### config.mk
export PLATFORM = sky130hd
export DESIGN_NAME = axi_wr_merge
export DESIGN_NICKNAME = d
export VERILOG_FILES = /design/src/rtl/axi_wmerge_pkg.sv /design/src/rtl/wm_src_fifo.sv /design/src/rtl/wm_aw_arb.sv /design/src/rtl/axi_wr_merge.sv
export SDC_FILE = /design/constraint.sdc
export NUM_CORES = 1
export LEC_CHECK = 0
export BUFFER_PORTS_ARGS = -buffer_cell sky130_fd_sc_hd__buf_2
export CORE_AREA = 3 3 98 100
export CTS_CLUSTER_DIAMETER = 80
export DETAILED_ROUTE_END_ITERATION = 8
export DIE_AREA = 0 0 101 103
export GPL_TIMING_DRIVEN = 0
export PLACE_DENSITY = 0.7
export SYNTH_ARGS = -nofsm -noshare
export SYNTH_HDL_FRONTEND = slang
export SYNTH_HIERARCHICAL = 1
export SYNTH_SLANG_ARGS = --single-unit
### constraint.sdc
create_clock -name clk -period 4.1 [get_ports clk]
set_clock_uncertainty 0.05 [all_clocks]
set_input_delay 0 -clock clk [delete_from_list [all_inputs] [get_ports clk]]
set_output_delay 0 -clock clk [all_outputs]
set_load 0.02 [all_outputs]
### src/rtl/axi_wmerge_pkg.sv
package axi_wmerge_pkg;

    localparam int LEN_W  = 8;
    localparam int RESP_W = 2;

    typedef enum logic [0:0] {
        SRC_M0 = 1'b0,
        SRC_M1 = 1'b1
    } src_e;

    // Round-robin choice: on a tie the master that did not win last time goes.
    function automatic src_e rr_pick(input logic [1:0] req, input src_e last);
        if (req == 2'b11)
            return (last == SRC_M0) ? SRC_M1 : SRC_M0;
        else if (req[1])
            return SRC_M1;
        else
            return SRC_M0;
    endfunction

endpackage

### src/rtl/wm_src_fifo.sv
module wm_src_fifo
    import axi_wmerge_pkg::*;
#(
    parameter int DEPTH = 4
) (
    input  logic clk,
    input  logic rst,
    input  logic push,
    input  src_e din,
    input  logic pop,
    output src_e dout,
    output logic empty,
    output logic full
);
    localparam int PW = (DEPTH > 1) ? $clog2(DEPTH) : 1;

    src_e          slots [DEPTH];
    logic [PW:0]   wptr;
    logic [PW:0]   rptr;

    always_ff @(posedge clk) begin
        if (rst) begin
            wptr <= '0;
            rptr <= '0;
        end else begin
            if (push && !full) wptr <= wptr + 1'b1;
            if (pop && !empty) rptr <= rptr + 1'b1;
        end
    end

    always_ff @(posedge clk) begin
        if (push && !full) slots[wptr[PW-1:0]] <= din;
    end

    assign dout  = slots[rptr[PW-1:0]];
    assign empty = (wptr == rptr);
    assign full  = (wptr[PW] != rptr[PW]) && (wptr[PW-1:0] == rptr[PW-1:0]);

endmodule

### src/rtl/wm_aw_arb.sv
module wm_aw_arb
    import axi_wmerge_pkg::*;
(
    input  logic       clk,
    input  logic       rst,
    input  logic [1:0] req,
    input  logic       taken,
    output logic       valid,
    output src_e       gnt
);
    logic held;
    src_e held_src;
    src_e last_win;

    always_comb begin
        valid = held | (|req);
        gnt   = held ? held_src : rr_pick(req, last_win);
    end

    always_ff @(posedge clk) begin
        if (rst) begin
            held     <= 1'b0;
            held_src <= SRC_M0;
            last_win <= SRC_M1;
        end else if (valid && taken) begin
            held     <= 1'b0;
            last_win <= gnt;
        end else if (valid) begin
            held     <= 1'b1;
            held_src <= gnt;
        end
    end

endmodule

### src/rtl/axi_wr_merge.sv
module axi_wr_merge
    import axi_wmerge_pkg::*;
#(
    parameter int ADDR_W = 32,
    parameter int DATA_W = 32,
    parameter int DEPTH  = 4
) (
    input  logic                          clk,
    input  logic                          rst,
    input  logic [1:0]                    m_awvalid,
    output logic [1:0]                    m_awready,
    input  logic [1:0][ADDR_W-1:0]        m_awaddr,
    input  logic [1:0][LEN_W-1:0]         m_awlen,
    input  logic [1:0]                    m_wvalid,
    output logic [1:0]                    m_wready,
    input  logic [1:0][DATA_W-1:0]        m_wdata,
    input  logic [1:0][DATA_W/8-1:0]      m_wstrb,
    input  logic [1:0]                    m_wlast,
    output logic [1:0]                    m_bvalid,
    input  logic [1:0]                    m_bready,
    output logic [1:0][RESP_W-1:0]        m_bresp,
    output logic                          s_awvalid,
    input  logic                          s_awready,
    output logic [ADDR_W-1:0]             s_awaddr,
    output logic [LEN_W-1:0]              s_awlen,
    output logic                          s_wvalid,
    input  logic                          s_wready,
    output logic [DATA_W-1:0]             s_wdata,
    output logic [DATA_W/8-1:0]           s_wstrb,
    output logic                          s_wlast,
    input  logic                          s_bvalid,
    output logic                          s_bready,
    input  logic [RESP_W-1:0]             s_bresp
);
    localparam int NUM_M = 2;

    logic [1:0] aw_req;
    logic       arb_valid;
    src_e       aw_src;
    logic       aw_idx;
    logic       aw_fire;

    logic       ord_empty, ord_full;
    src_e       ord_head;
    logic       w_idx;
    logic       w_open;
    logic       w_done;

    logic       bq_empty, bq_full;
    src_e       bq_head;
    logic       b_idx;
    logic       b_done;

    // Address path: arbitration, stalled while the order queue is full.
    assign aw_req = m_awvalid & {NUM_M{~ord_full}};

    wm_aw_arb u_arb (
        .clk   (clk),
        .rst   (rst),
        .req   (aw_req),
        .taken (s_awready),
        .valid (arb_valid),
        .gnt   (aw_src)
    );

    assign aw_idx    = aw_src;
    assign s_awvalid = arb_valid & ~rst;
    assign s_awaddr  = m_awaddr[aw_idx];
    assign s_awlen   = m_awlen[aw_idx];
    assign aw_fire   = s_awvalid & s_awready;

    wm_src_fifo #(.DEPTH(DEPTH)) u_order_q (
        .clk   (clk),
        .rst   (rst),
        .push  (aw_fire),
        .din   (aw_src),
        .pop   (w_done),
        .dout  (ord_head),
        .empty (ord_empty),
        .full  (ord_full)
    );

    // Data path: only the head of the order queue is connected.
    assign w_idx    = ord_head;
    assign w_open   = ~ord_empty & ~bq_full;
    assign s_wvalid = w_open & m_wvalid[w_idx];
    assign s_wdata  = m_wdata[w_idx];
    assign s_wstrb  = m_wstrb[w_idx];
    assign s_wlast  = m_wlast[w_idx];
    assign w_done   = s_wvalid & s_wready & s_wlast;

    wm_src_fifo #(.DEPTH(DEPTH)) u_resp_q (
        .clk   (clk),
        .rst   (rst),
        .push  (w_done),
        .din   (ord_head),
        .pop   (b_done),
        .dout  (bq_head),
        .empty (bq_empty),
        .full  (bq_full)
    );

    // Response path: routed to the oldest completed burst's owner.
    assign b_idx    = bq_head;
    assign s_bready = ~bq_empty & m_bready[b_idx];
    assign b_done   = s_bvalid & s_bready;

    for (genvar i = 0; i < NUM_M; i++) begin : g_port
        assign m_awready[i] = aw_fire & (aw_idx == 1'(i));
        assign m_wready[i]  = w_open & s_wready & (w_idx == 1'(i));
        assign m_bvalid[i]  = ~bq_empty & s_bvalid & (b_idx == 1'(i));
        assign m_bresp[i]   = s_bresp;
    end

endmodule

==> run metrics, run 1 <==
run status=finished clean; dpl cells=638; Setup CP Type=flip-flop to flip-flop; Crit Path Max Fanout=13; CP required=4.25 ns; ratio of cells with drive above 1 in the final layout=66.92%; dpl hpwl=9029 um; clk sinks=27; commonest non-fill, non-tap cell in the layout=buf_2; CP arrival=3.51 ns; Layout Nets=713; fin crit period=3.364 ns; Vias=3,157; initial antenna violation count=1; Static Leak=2.026 nW; RSZ-0062 raised after global routing=no; Mapped Area=0.002696 mm^2; Vias/cell=4.902; most frequent cells in the layout=buf_2, mux2_2, dfxtp_1; DR WL/cell=16.20 um; die footprint=0.01040 mm^2; Maximum Capacitance Violations=0; Synth-to-Final Area Change=54.29%; DP Worst Slack=0.7981 ns; Yosys cell types=38; Slew Viols, Final=0; final number of setup-violating endpoints=0; yosys warns=6; Post-synth EDFFs=8; antenna-violating nets left=0; post-layout util=47.47%; first-pass GRT wire length=14,240 um; first drt pass iteration count=4; number of gates resized after cts=0; Bufs on Longest Clock Path=2; drt drc=0; relative slew slack=32.26%; port bufs=254; worst slew pin tran=1.013 ns; sequential fraction of the synthesis area=23.02%; fmax=297.3 MHz; Die Ht=103 um; CTS tree=yes; Core Box Area=0.008763 mm^2; Root Driver=clkbuf_8; Pwr Density=236.9 mW/mm^2; Setup crit start kind=flip-flop; initial core utilization=30.77%; largest net degree at the start of global routing=15; Clock transition at path regs=0.09 ns; Routed WL=10,440 um; routability cong.=0.7998; Clk Latency, worst-skew pair=0.27 ns; non-filler instance count after layout=644; Pwr Total=0.9857 mW; Yosys reg bits=27; Post-CTS Setup Bufs=0; All-Layer GR Usage=17.26%; Max IR drop VDD=0.1108 mV; final hold vios=0; row count=34; H-tree depth=1; crit share post-route=82.04%; post-cts hold buffer count=1; Mapped Avg Cell Area=9.769 um^2; Async SR Flop Fraction=0%; Detailed Route Iter0 Violations=54; Num CTS Buffers=3; Setup TNS=0 ns; ys flop type=dfxtp_1; GRT overflow=0; chip width=101 um; Synth Instances=276; syn_nets=453; CP endpoint kind=flip-flop; Worst Hold Class=input pin to flip-flop; # IOs=257; min setup slack post-route=0.7365 ns; vias in the first global route=2,912; Fill cells=812
==> worst paths after layout <==
path | end | cells past startpoint | slack [ns] | startpoint
max | u_order_q/rptr[2] | 7 | 0.74 | u_order_q/wptr[0]
min | u_arb/held_src | 2 | 0.01 | rst
max reg2reg | u_order_q/rptr[2] | 7 | 0.74 | u_order_q/wptr[0]
min reg2reg | u_arb/held_src | 2 | 0.49 | u_arb/held_src
==> layout make-up <==
cell class / instances / area (um^2) / share of cell area (%)
sequential: 27 / 620.6 / 14.92
clock buffer: 4 / 45.04 / 1.083
inverter: 14 / 52.55 / 1.263
antenna: 1 / 2.502 / 0.06015
multi-input combinational: 218 / 1909 / 45.89
buffer: 17 / 113.9 / 2.737
timing repair buffer: 255 / 1281 / 30.80
tap: 108 / 135.1 / 3.248
==> cell families (layout without fill, tap and decap cells) <==
logic type / count (synthesis) / after routing / share of synthesized area (%)
compound gates: 35 / 35 / 8.724
xor+xnor: 12 / 12 / 4.455
fa+ha+maj: 10 / 10 / 4.640
buf+inv: 31 / 290 / 6.172
flops: 27 / 27 / 23.02
mux: 81 / 81 / 34.57
other cells: 0 / 1 / 0
simple gates: 80 / 80 / 18.42
==> through the flow <==
| step | area (um^2) | hold slack (ns) |
|---|---|---|
| after detailed placement | 4103 | 0.1699 |
| after global routing | 4160 | 0.02005 |
| after CTS | 4158 | 0.003021 |
| final | 4160 | 0.01267 |
| after global placement | 4103 | 0.1698 |
| after floorplan | 2696 | 0.02214 |
==> cell usage after synthesis (all sizes together), types with 5 or more instances <==
master,instances,area [um^2]
buf,15,106.4
nand3,10,50.05
nor2b,10,62.56
nand4,12,75.07
mux2,77,867.1
nand2,9,33.78
xor2,6,67.56
nor3,8,51.30
edfxtp,8,240.2
and2,9,56.30
ha,10,125.1
o21ai,10,50.05
dfxtp,19,380.4
nor3b,10,75.07
inv,14,52.55
a41oi,5,43.79
a21oi,6,30.03
xnor2,6,52.55
==> metal layers <==
layer  up-vias  part of all wire (%)  track usage, %
li1       1544                     -               -
met4         0                  0.97           2.863
met3        10                   9.3           3.857
met2       185                    56           35.49
met1      1418                    34           17.86
met5         -                     0               0
==> worst max-delay path: stages (launching register included) <==
cell     delay, ns
dfxtp_1       0.50
xor2_1        0.55
nor3_1        0.13
or2_2         0.35
nor4b_2       0.88
nand2_1       0.22
or4_1         0.44
a31oi_1       0.18
==> power by group <==
group	leakage [nW]	switching [mW]	internal, mW	total [mW]
logic	1.78	0.295	0.238	0.533
clock network	0.0228	0.0821	0.0696	0.152
registers	0.227	0.0136	0.288	0.301
total	2.03	0.390	0.595	0.986
Note: power is estimated with default switching activity, not from simulation.
==> run 2, diff against run 1 <==
Clock period 4.1 ns to 3.2 ns, I/O delays scaled along.
==> run 2 against run 1 <==
  * Sequential share of layout area decreased by 0.099 points
  * Final area grew 0.87%
  * Critical path depth stayed put
  * Via count up 0.54%
  * Sequential cell count is the same
  * Die area did not move
  * Register-to-register slack got worse by 0.49 ns
  * Hold slack about the same
  * Sequential power up 30%
  * Non-clock buffer count did not move
  * Count of clock-buffer cells in the layout stayed put
  * Global-route usage about the same
  * Critical endpoint unchanged
  * Largest power group unchanged
==> run metrics, run 2 (synthesized netlist as in run 1, its figures left out) <==
run status=finished clean (unchanged); RSZ-0062 raised after global routing=no (unchanged); # IOs=257 (unchanged); CP arrival=3.10 ns (was 3.51 ns); first drt pass iteration count=4 (unchanged); Vias=3,174 (was 3,157); vias in the first global route=2,910 (was 2,912); commonest non-fill, non-tap cell in the layout=buf_2 (unchanged); Max IR drop VDD=0.1461 mV (was 0.1108 mV); routing usage on met2=35.54% (was 35.49%); r2r worst-path depth=7 (unchanged); Crit Path Max Fanout=13 (unchanged); final hold vios=0 (unchanged); most frequent cells in the layout=buf_2, mux2_2, dfxtp_1 (unchanged); Layout Nets=713 (unchanged); chip width=101 um (unchanged); Clk Latency, worst-skew pair=0.27 ns (about the same); Detailed Route Iter0 Violations=56 (was 54); dpl hpwl=9029 um (unchanged); crit share post-route=92.29% (was 82.04%); first-pass GRT wire length=14,270 um (was 14,240 um); Post-CTS Setup Bufs=0 (unchanged); clock power share=15.6% (was 15.4%); Vias/cell=4.929 (was 4.902); Comb pwr share=53.9% (was 54.1%); initial antenna violation count=1 (unchanged); Die Ht=103 um (unchanged); DR WL/cell=16.27 um (was 16.20 um); Clock transition at path regs=0.09 ns (about the same); CP endpoint kind=flip-flop (unchanged); ratio of cells with drive above 1 in the final layout=67.48% (was 66.92%); clk sinks=27 (unchanged); Core Box Area=0.008763 mm^2 (unchanged); grt peak-use layer=met2 (unchanged); relative slew slack=55.27% (was 32.26%); Pwr Total=1.277 mW (was 0.9857 mW); CTS tree=yes (unchanged); Slew Viols, Final=0 (unchanged); sequential power share=30.5% (was 30.6%); Hold Crit Depth=2 (unchanged); antenna-violating nets left=0 (unchanged); Pwr Density=304.2 mW/mm^2 (was 236.9 mW/mm^2); Num CTS Buffers=3 (unchanged); met1 Use GR=17.94% (was 17.86%); Worst Hold Class=input pin to flip-flop (unchanged); row count=34 (unchanged); Root Driver=clkbuf_8 (unchanged); Setup TNS=0 ns (unchanged); cell-internal power=0.7675 mW (was 0.5954 mW); Synth-to-Final Area Change=55.64% (was 54.29%); fmax=338.6 MHz (was 297.3 MHz); setup slack, reg-to-reg=0.25 ns (was 0.74 ns); Static Leak=2.033 nW (was 2.026 nW); routability cong.=0.7998 (unchanged); All-Layer GR Usage=17.30% (was 17.26%); H-tree depth=1 (unchanged); worst slew pin tran=0.6681 ns (was 1.013 ns); largest net degree at the start of global routing=15 (unchanged); GRT overflow=0 (unchanged); drt drc=0 (unchanged); switching share of power=39.89% (was 39.60%); die footprint=0.01040 mm^2 (unchanged); Fill cells=809 (was 812); Routed WL=10,480 um (was 10,440 um); fin crit period=2.953 ns (was 3.364 ns); Sw Pwr=0.5093 mW (was 0.3903 mW); CP required=3.35 ns (was 4.25 ns); Setup crit start kind=flip-flop (unchanged); initial core utilization=30.77% (unchanged); Maximum Capacitance Violations=0 (unchanged); met3 global-route usage=3.857% (unchanged); Setup CP Type=flip-flop to flip-flop (unchanged); Bufs on Longest Clock Path=2 (unchanged); final number of setup-violating endpoints=0 (unchanged); port bufs=254 (unchanged)
==> run 2: layout make-up <==
type	count	area, um^2	area share (%)
antenna	1	2.502	0.05963
buffer	17	113.9	2.713
clock buffer	4	45.04	1.073
inverter	14	52.55	1.252
multi-input combinational	218	1944	46.33
sequential	27	621.8	14.82
tap	108	135.1	3.220
timing repair buffer	255	1281	30.53
==> run 2: per-layer routing <==
layer  part of all wire (%)  vias to the layer above
met5                      0                        -
met3                    9.5                       12
met4                    1.0                        0
met2                     56                      201
met1                     33                     1418
li1                       -                     1543
==> run 2: final timing paths <==
check,to,start
setup reg to reg,u_order_q/rptr[2],u_order_q/wptr[2]
hold / removal,u_arb/held_src,rst
setup / recovery,u_order_q/rptr[2],u_order_q/wptr[2]
hold reg to reg,u_arb/held_src,u_arb/held_src
==> run 2: worst max-delay path, stage by stage, from the launching register on <==
cell and delay [ns]:
dfxtp_1 0.42, xor2_1 0.49, nor3_1 0.11, or2_2 0.36, nor4b_4 0.64, nand2_1 0.21
or4_1 0.43, a31oi_1 0.18
==> run 2: what timing repair did <==
action                                  CTS  global route
pin swaps                                 0             1
endpoints found under the setup margin    5            44
resized for setup                         1             4
cloned                                    0             0
endpoints found under the hold margin     2             0
hold buffers                              1             0
==> run 2: power by group through the flow <==
stage | combinational (mW) | clock, mW | sequential [mW]
after global routing | 0.735 | 0.220 | 0.394
after detailed placement | 0.684 | 0 | 0.394
after CTS | 0.691 | 0.203 | 0.386
final | 0.688 | 0.199 | 0.390
after floorplan | 0.418 | 0 | 0.389
after global placement | 0.675 | 0 | 0.393
==> run 2: through the flow <==
step	hold slack (ns)	setup slack, ns	instance area (um^2)	instances	util (%)
after floorplan	0.02214	0.5111	2696	276	-
after global routing	0.02005	0.000005107	4197	644	47.89
after CTS	0.003021	0.01807	4167	643	47.54
final	0.01235	0.2469	4197	644	47.89
after detailed placement	0.1699	-0.1019	4103	638	46.82
after global placement	0.1698	0.05034	4103	638	46.82
